$ cat src/rtl/dram_seq_pkg.sv
package dram_seq_pkg;

  // Row strobe wanted for the current bus state.
  function automatic logic ras_want(input logic req, input logic wr,
                                    input logic rfsh, input logic boot);
    return req && (rfsh || wr || !boot);
  endfunction

  // Column strobe wanted, given the delayed tap.
  function automatic logic cas_want(input logic tap, input logic req,
                                    input logic rd, input logic wr,
                                    input logic rfsh, input logic boot);
    return tap && req && !rfsh && (wr || (rd && !boot));
  endfunction

  // Pick one half of the address as the DRAM address.
  function automatic logic [7:0] addr_half(input logic [15:0] a, input logic col);
    return col ? a[15:8] : a[7:0];
  endfunction

endpackage

$ cat src/rtl/dram_boot_flag.sv
module dram_boot_flag (
  input  logic clk,
  input  logic rst,
  input  logic clear,
  output logic boot
);
  always_ff @(posedge clk) begin
    if (rst)        boot <= 1'b1;
    else if (clear) boot <= 1'b0;
  end
endmodule

$ cat src/rtl/dram_tap_chain.sv
module dram_tap_chain #(
  parameter int TAPS = 4
) (
  input  logic            clk,
  input  logic            rst,
  input  logic            run,
  output logic [TAPS-1:0] taps
);
  // Each stage copies the one before; stage 0 takes the run level.
  // The whole chain empties as soon as run drops.
  for (genvar g = 0; g < TAPS; g++) begin : g_stage
    logic src;
    if (g == 0) begin : g_head
      assign src = 1'b1;
    end else begin : g_body
      assign src = taps[g-1];
    end
    always_ff @(posedge clk) begin
      if (rst || !run) taps[g] <= 1'b0;
      else             taps[g] <= src;
    end
  end
endmodule

$ cat src/rtl/dram_strobe_decode.sv
module dram_strobe_decode
  import dram_seq_pkg::*;
#(
  parameter int TAPS    = 4,
  parameter int MUX_TAP = 1,
  parameter int CAS_TAP = 2
) (
  input  logic            req,
  input  logic            rd,
  input  logic            wr,
  input  logic            rfsh,
  input  logic            boot,
  input  logic [TAPS-1:0] taps,
  output logic            ramsel,
  output logic            ras,
  output logic            col_sel,
  output logic            cas,
  output logic            rom_en,
  output logic            rdbuf_en
);
  always_comb begin
    ramsel   = req && !rfsh;
    ras      = ras_want(req, wr, rfsh, boot);
    col_sel  = ramsel && taps[MUX_TAP-1];
    cas      = cas_want(taps[CAS_TAP-1], req, rd, wr, rfsh, boot);
    rom_en   = req && rd && boot;
    rdbuf_en = req && rd && !boot;
  end
endmodule

$ cat src/rtl/dram_seq_ctrl.sv
module dram_seq_ctrl
  import dram_seq_pkg::*;
#(
  parameter int ADDR_W  = 16,
  parameter int TAPS    = 4,
  parameter int MUX_TAP = 1,
  parameter int CAS_TAP = 2
) (
  input  logic              clk,
  input  logic              rst,
  input  logic              boot_clear,
  input  logic              mreq_n,
  input  logic              rd_n,
  input  logic              wr_n,
  input  logic              rfsh_n,
  input  logic [ADDR_W-1:0] cpu_addr,
  output logic [ADDR_W/2-1:0] dram_addr,
  output logic              mux_col,
  output logic              ramsel_n,
  output logic              ras_n,
  output logic              cas_n,
  output logic              we_n,
  output logic              rom_en_n,
  output logic              rdbuf_en_n
);
  localparam int ROW_W = ADDR_W / 2;

  // Named internal events, visible to the bound checker.
  logic            boot_q;
  logic [TAPS-1:0] tap_q;
  logic            ramsel_act, ras_act, col_act, cas_act, rom_act, rdbuf_act;

  dram_boot_flag u_boot (
    .clk   (clk),
    .rst   (rst),
    .clear (boot_clear),
    .boot  (boot_q)
  );

  dram_tap_chain #(.TAPS(TAPS)) u_taps (
    .clk  (clk),
    .rst  (rst),
    .run  (ramsel_act),
    .taps (tap_q)
  );

  dram_strobe_decode #(.TAPS(TAPS), .MUX_TAP(MUX_TAP), .CAS_TAP(CAS_TAP)) u_dec (
    .req      (!mreq_n),
    .rd       (!rd_n),
    .wr       (!wr_n),
    .rfsh     (!rfsh_n),
    .boot     (boot_q),
    .taps     (tap_q),
    .ramsel   (ramsel_act),
    .ras      (ras_act),
    .col_sel  (col_act),
    .cas      (cas_act),
    .rom_en   (rom_act),
    .rdbuf_en (rdbuf_act)
  );

  always_comb begin
    dram_addr  = col_act ? cpu_addr[ADDR_W-1:ROW_W] : cpu_addr[ROW_W-1:0];
    mux_col    = col_act;
    ramsel_n   = !ramsel_act;
    ras_n      = !ras_act;
    cas_n      = !cas_act;
    we_n       = wr_n;
    rom_en_n   = !rom_act;
    rdbuf_en_n = !rdbuf_act;
  end
endmodule

$ cat config.mk
export PLATFORM = sky130hd
export DESIGN_NAME = dram_seq_ctrl
export DESIGN_NICKNAME = d
export VERILOG_FILES = /design/src/rtl/dram_seq_pkg.sv /design/src/rtl/dram_boot_flag.sv /design/src/rtl/dram_tap_chain.sv /design/src/rtl/dram_strobe_decode.sv /design/src/rtl/dram_seq_ctrl.sv
export SDC_FILE = /design/constraint.sdc
export NUM_CORES = 1
export LEC_CHECK = 0
export CAP_MARGIN = 10
export CORE_AREA = 2 2 39 41
export CTS_BUF_LIST = sky130_fd_sc_hd__clkbuf_4 sky130_fd_sc_hd__clkbuf_8 sky130_fd_sc_hd__clkbuf_16
export CTS_CLUSTER_DIAMETER = 100
export DETAILED_ROUTE_END_ITERATION = 10
export DIE_AREA = 0 0 41 43
export DONT_BUFFER_PORTS = 1
export PLACE_DENSITY = 0.43
export SETUP_SLACK_MARGIN = 0.2
export SYNTH_ARGS = -nofsm -noshare
export SYNTH_HDL_FRONTEND = slang
export SYNTH_SLANG_ARGS = --single-unit
$ cat constraint.sdc
create_clock -name clk -period 0.8 [get_ports clk]
set_input_delay 0 -clock clk [delete_from_list [all_inputs] [get_ports clk]]
set_output_delay 0 -clock clk [all_outputs]
set_load 0.1 [all_outputs]
==> flow_metrics.tcl <==
set metrics [dict create \
    grtUsageTotal_pct 11.53 \
    dr.first_iter.drc_count 0 \
    worstSetupPathType "reg2out" \
    rsz0062_at_grt "true" \
    ir_drop_mv 0.5591 \
    r2r_cells 3 \
    viasPerCell 4.679 \
    cts_buffer_depth 2 \
    endpoint_kind "output port" \
    cts_num_sinks 3 \
    r2r_end "u_boot.boot$_SDFFE_PP1P_" \
    wl_per_cell_um 17.30 \
    final_area_sq_um 538.0 \
    start_kind "flip-flop" \
    hold_buffers 2 \
    synth_area_leader_cell "mux2_2" \
    power_leakage_nw 0.2787 \
    ant_nets 0 \
    syn_area_sq_um 246.5 \
    worstSetupEndpoint "dram_addr[7]" \
    area_growth_pct 118.3 \
    startpoint "u_taps.g_stage[1].src$_DFF_P_" \
    die-area_sq_um 1763 \
    setup-violations-final 13 \
    n_antenna_cell 0 \
    placed_area_sq_um 419.2 \
    holdCritPathClass "in2reg" \
    max_slew.worst_pin.slew_ns 0.3000 \
    clkSlewWorstSetupHoldPaths_ns 0.04 \
    max_slew_margin_pct 80.09 \
    dp.cells 47 \
    chipWidth_um 41 \
    critPathArrivalTime_ns 1.20 \
    cts_tree "yes" \
    ff_latch_area_sq_um 65.06 \
    place_congestion 0.6050 \
    multi_input_comb_area_sq_um 250.2 \
    synth-seq-cells 3 \
    ios 38 \
    synth_warnings 0 \
    grt_remaining_overflow 0 \
    status "finished with violations" \
    fin_cells 56 \
    clock_latency_ns 0.23 \
    path_max_fanout 5 \
    cts_buffers 3 \
    violations "hold timing, setup timing" \
    drv_slew 0 \
    cts_max_level 1 \
    num_vias 262 \
    async_flop_share_pct 0 \
    fin_crit_ns 1.201 \
    coreArea_sq_um 1384 \
    num-nets-final 64 \
    syn-num-nets 48 \
    r2r_setup_slack_ns 0.01 \
    yosys-top-cells-area "mux2_2, dfxtp_1, nand3b_4" \
    critPathRequiredTime_ns 0.80 \
    synth_top_area_share_pct 36.55 \
    grt_pass1_vias 279 \
    drive_above_1_share_pct 80.00 \
    postSynthAreaPerCell_sq_um 9.859 \
    synth_edf_count 0 \
    num_rows 14 \
    grt_max_degree 8 \
    synth_commonest_cells "mux2_2, dfxtp_1, inv_1, nor2_1" \
    yosysMostFrequentCell "mux2_2" \
    post-route-period-util_pct 150.2 \
    ys_seq_area_share_pct 24.37 \
    hold_viol_final 2 \
    grt_pass1_wl_um 1228 \
    timing.rr.start "u_boot.boot$_SDFFE_PP1P_" \
    port_buffers 0 \
    fin_util_pct 38.88 \
    max_freq_mhz 832.4 \
    post-route-drc-count 0 \
    synthFlopType "dfxtp_1" \
    clock_skew_ns 0.001877 \
    die_h_um 43 \
    tns_ns -4.394 \
    dp_slack_ns -0.2007 \
    clock-root-buffer "clkbuf_4" \
    total_power_uw 900.0 \
    setup_ws_ns -0.4013 \
    p_per_area_nw_per_um2 1673 \
    whs_ns -0.09777 \
    synth_cells 25 \
    synth.distinct_cells 14 \
    drt_wl_total_um 969 \
    nFillCells 149 \
    drv_cap 0 \
    antenna_found_initial 0 \
    first_pass_iters 1 \
    initial_core_util_pct 17.81 \
]
[area by class of cell]
type | count | share of cell area (%)
Tap cell | 16 | 3.721
Timing Repair Buffer | 11 | 30.00
Sequential cell | 3 | 12.09
Clock buffer | 4 | 5.581
Inverter | 2 | 2.093
Multi-Input combinational cell | 20 | 46.51
[sequential cells by signal, indices dropped and copies added (netlist names)]
name,count
u_boot.boot,1
u_taps.g_stage.src,2
[placed cells by master (no fill, tap or decap), types with 2 or more instances in the layout]
cell type,count
clkbuf_4,4
nand3b_4,2
buf_6,3
dlygate4sd3_1,2
buf_12,5
nor2_1,2
mux2_4,8
[power by group]
group	internal, mW	switching, mW
combinational	0.121	0.310
sequential	0.155	0.00596
clock	0.221	0.0870
[kinds of logic after synthesis]
kind of cell / Yosys count / share of synthesized area (%)
flip-flops: 3 / 24.37
AO/OA/AOI/OAI: 3 / 8.629
AND/OR/NAND/NOR: 8 / 24.37
buffers and inverters: 3 / 6.094
multiplexers: 8 / 36.55
[worst min-delay path by stage]
stage	startpoint	to	slack [ns]	cells past startpoint
2_1_floorplan	rst	u_taps.g_stage[1].src$_DFF_P_	0.06	1
3_3_place_gp	wr_n	we_n	0.001	0
3_5_place_dp	wr_n	we_n	0.001	0
4_1_cts	rfsh_n	u_taps.g_stage[1].src$_DFF_P_	-0.11	2
5_1_grt	rfsh_n	u_taps.g_stage[1].src$_DFF_P_	-0.10	2
6_report	rfsh_n	u_taps.g_stage[1].src$_DFF_P_	-0.1	2
[layer usage]
metal / GRT usage, % / part of all wire (%) / vias to the layer above
met1: 7.692 / 27 / 116
met5: 0 / 0 / -
met3: 5.236 / 12 / 0
li1: - / - / 122
met2: 21.56 / 61 / 24
met4: 8.000 / 0 / 0
[timing repair]
action | CTS | global route
endpoints found under the hold margin | 3 | 2
buffers inserted | 1 | 1
gates resized for setup | 9 | 1
cloned | 1 | 0
pin swaps | 4 | 2
endpoints found under the setup margin | 15 | 15
[worst max-delay path, stage by stage, from the launching register on]
cell      delay, ns
dfxtp_4        0.37
nand3b_4       0.13
mux2_4         0.46
Note: power is estimated with default switching activity, not from simulation.
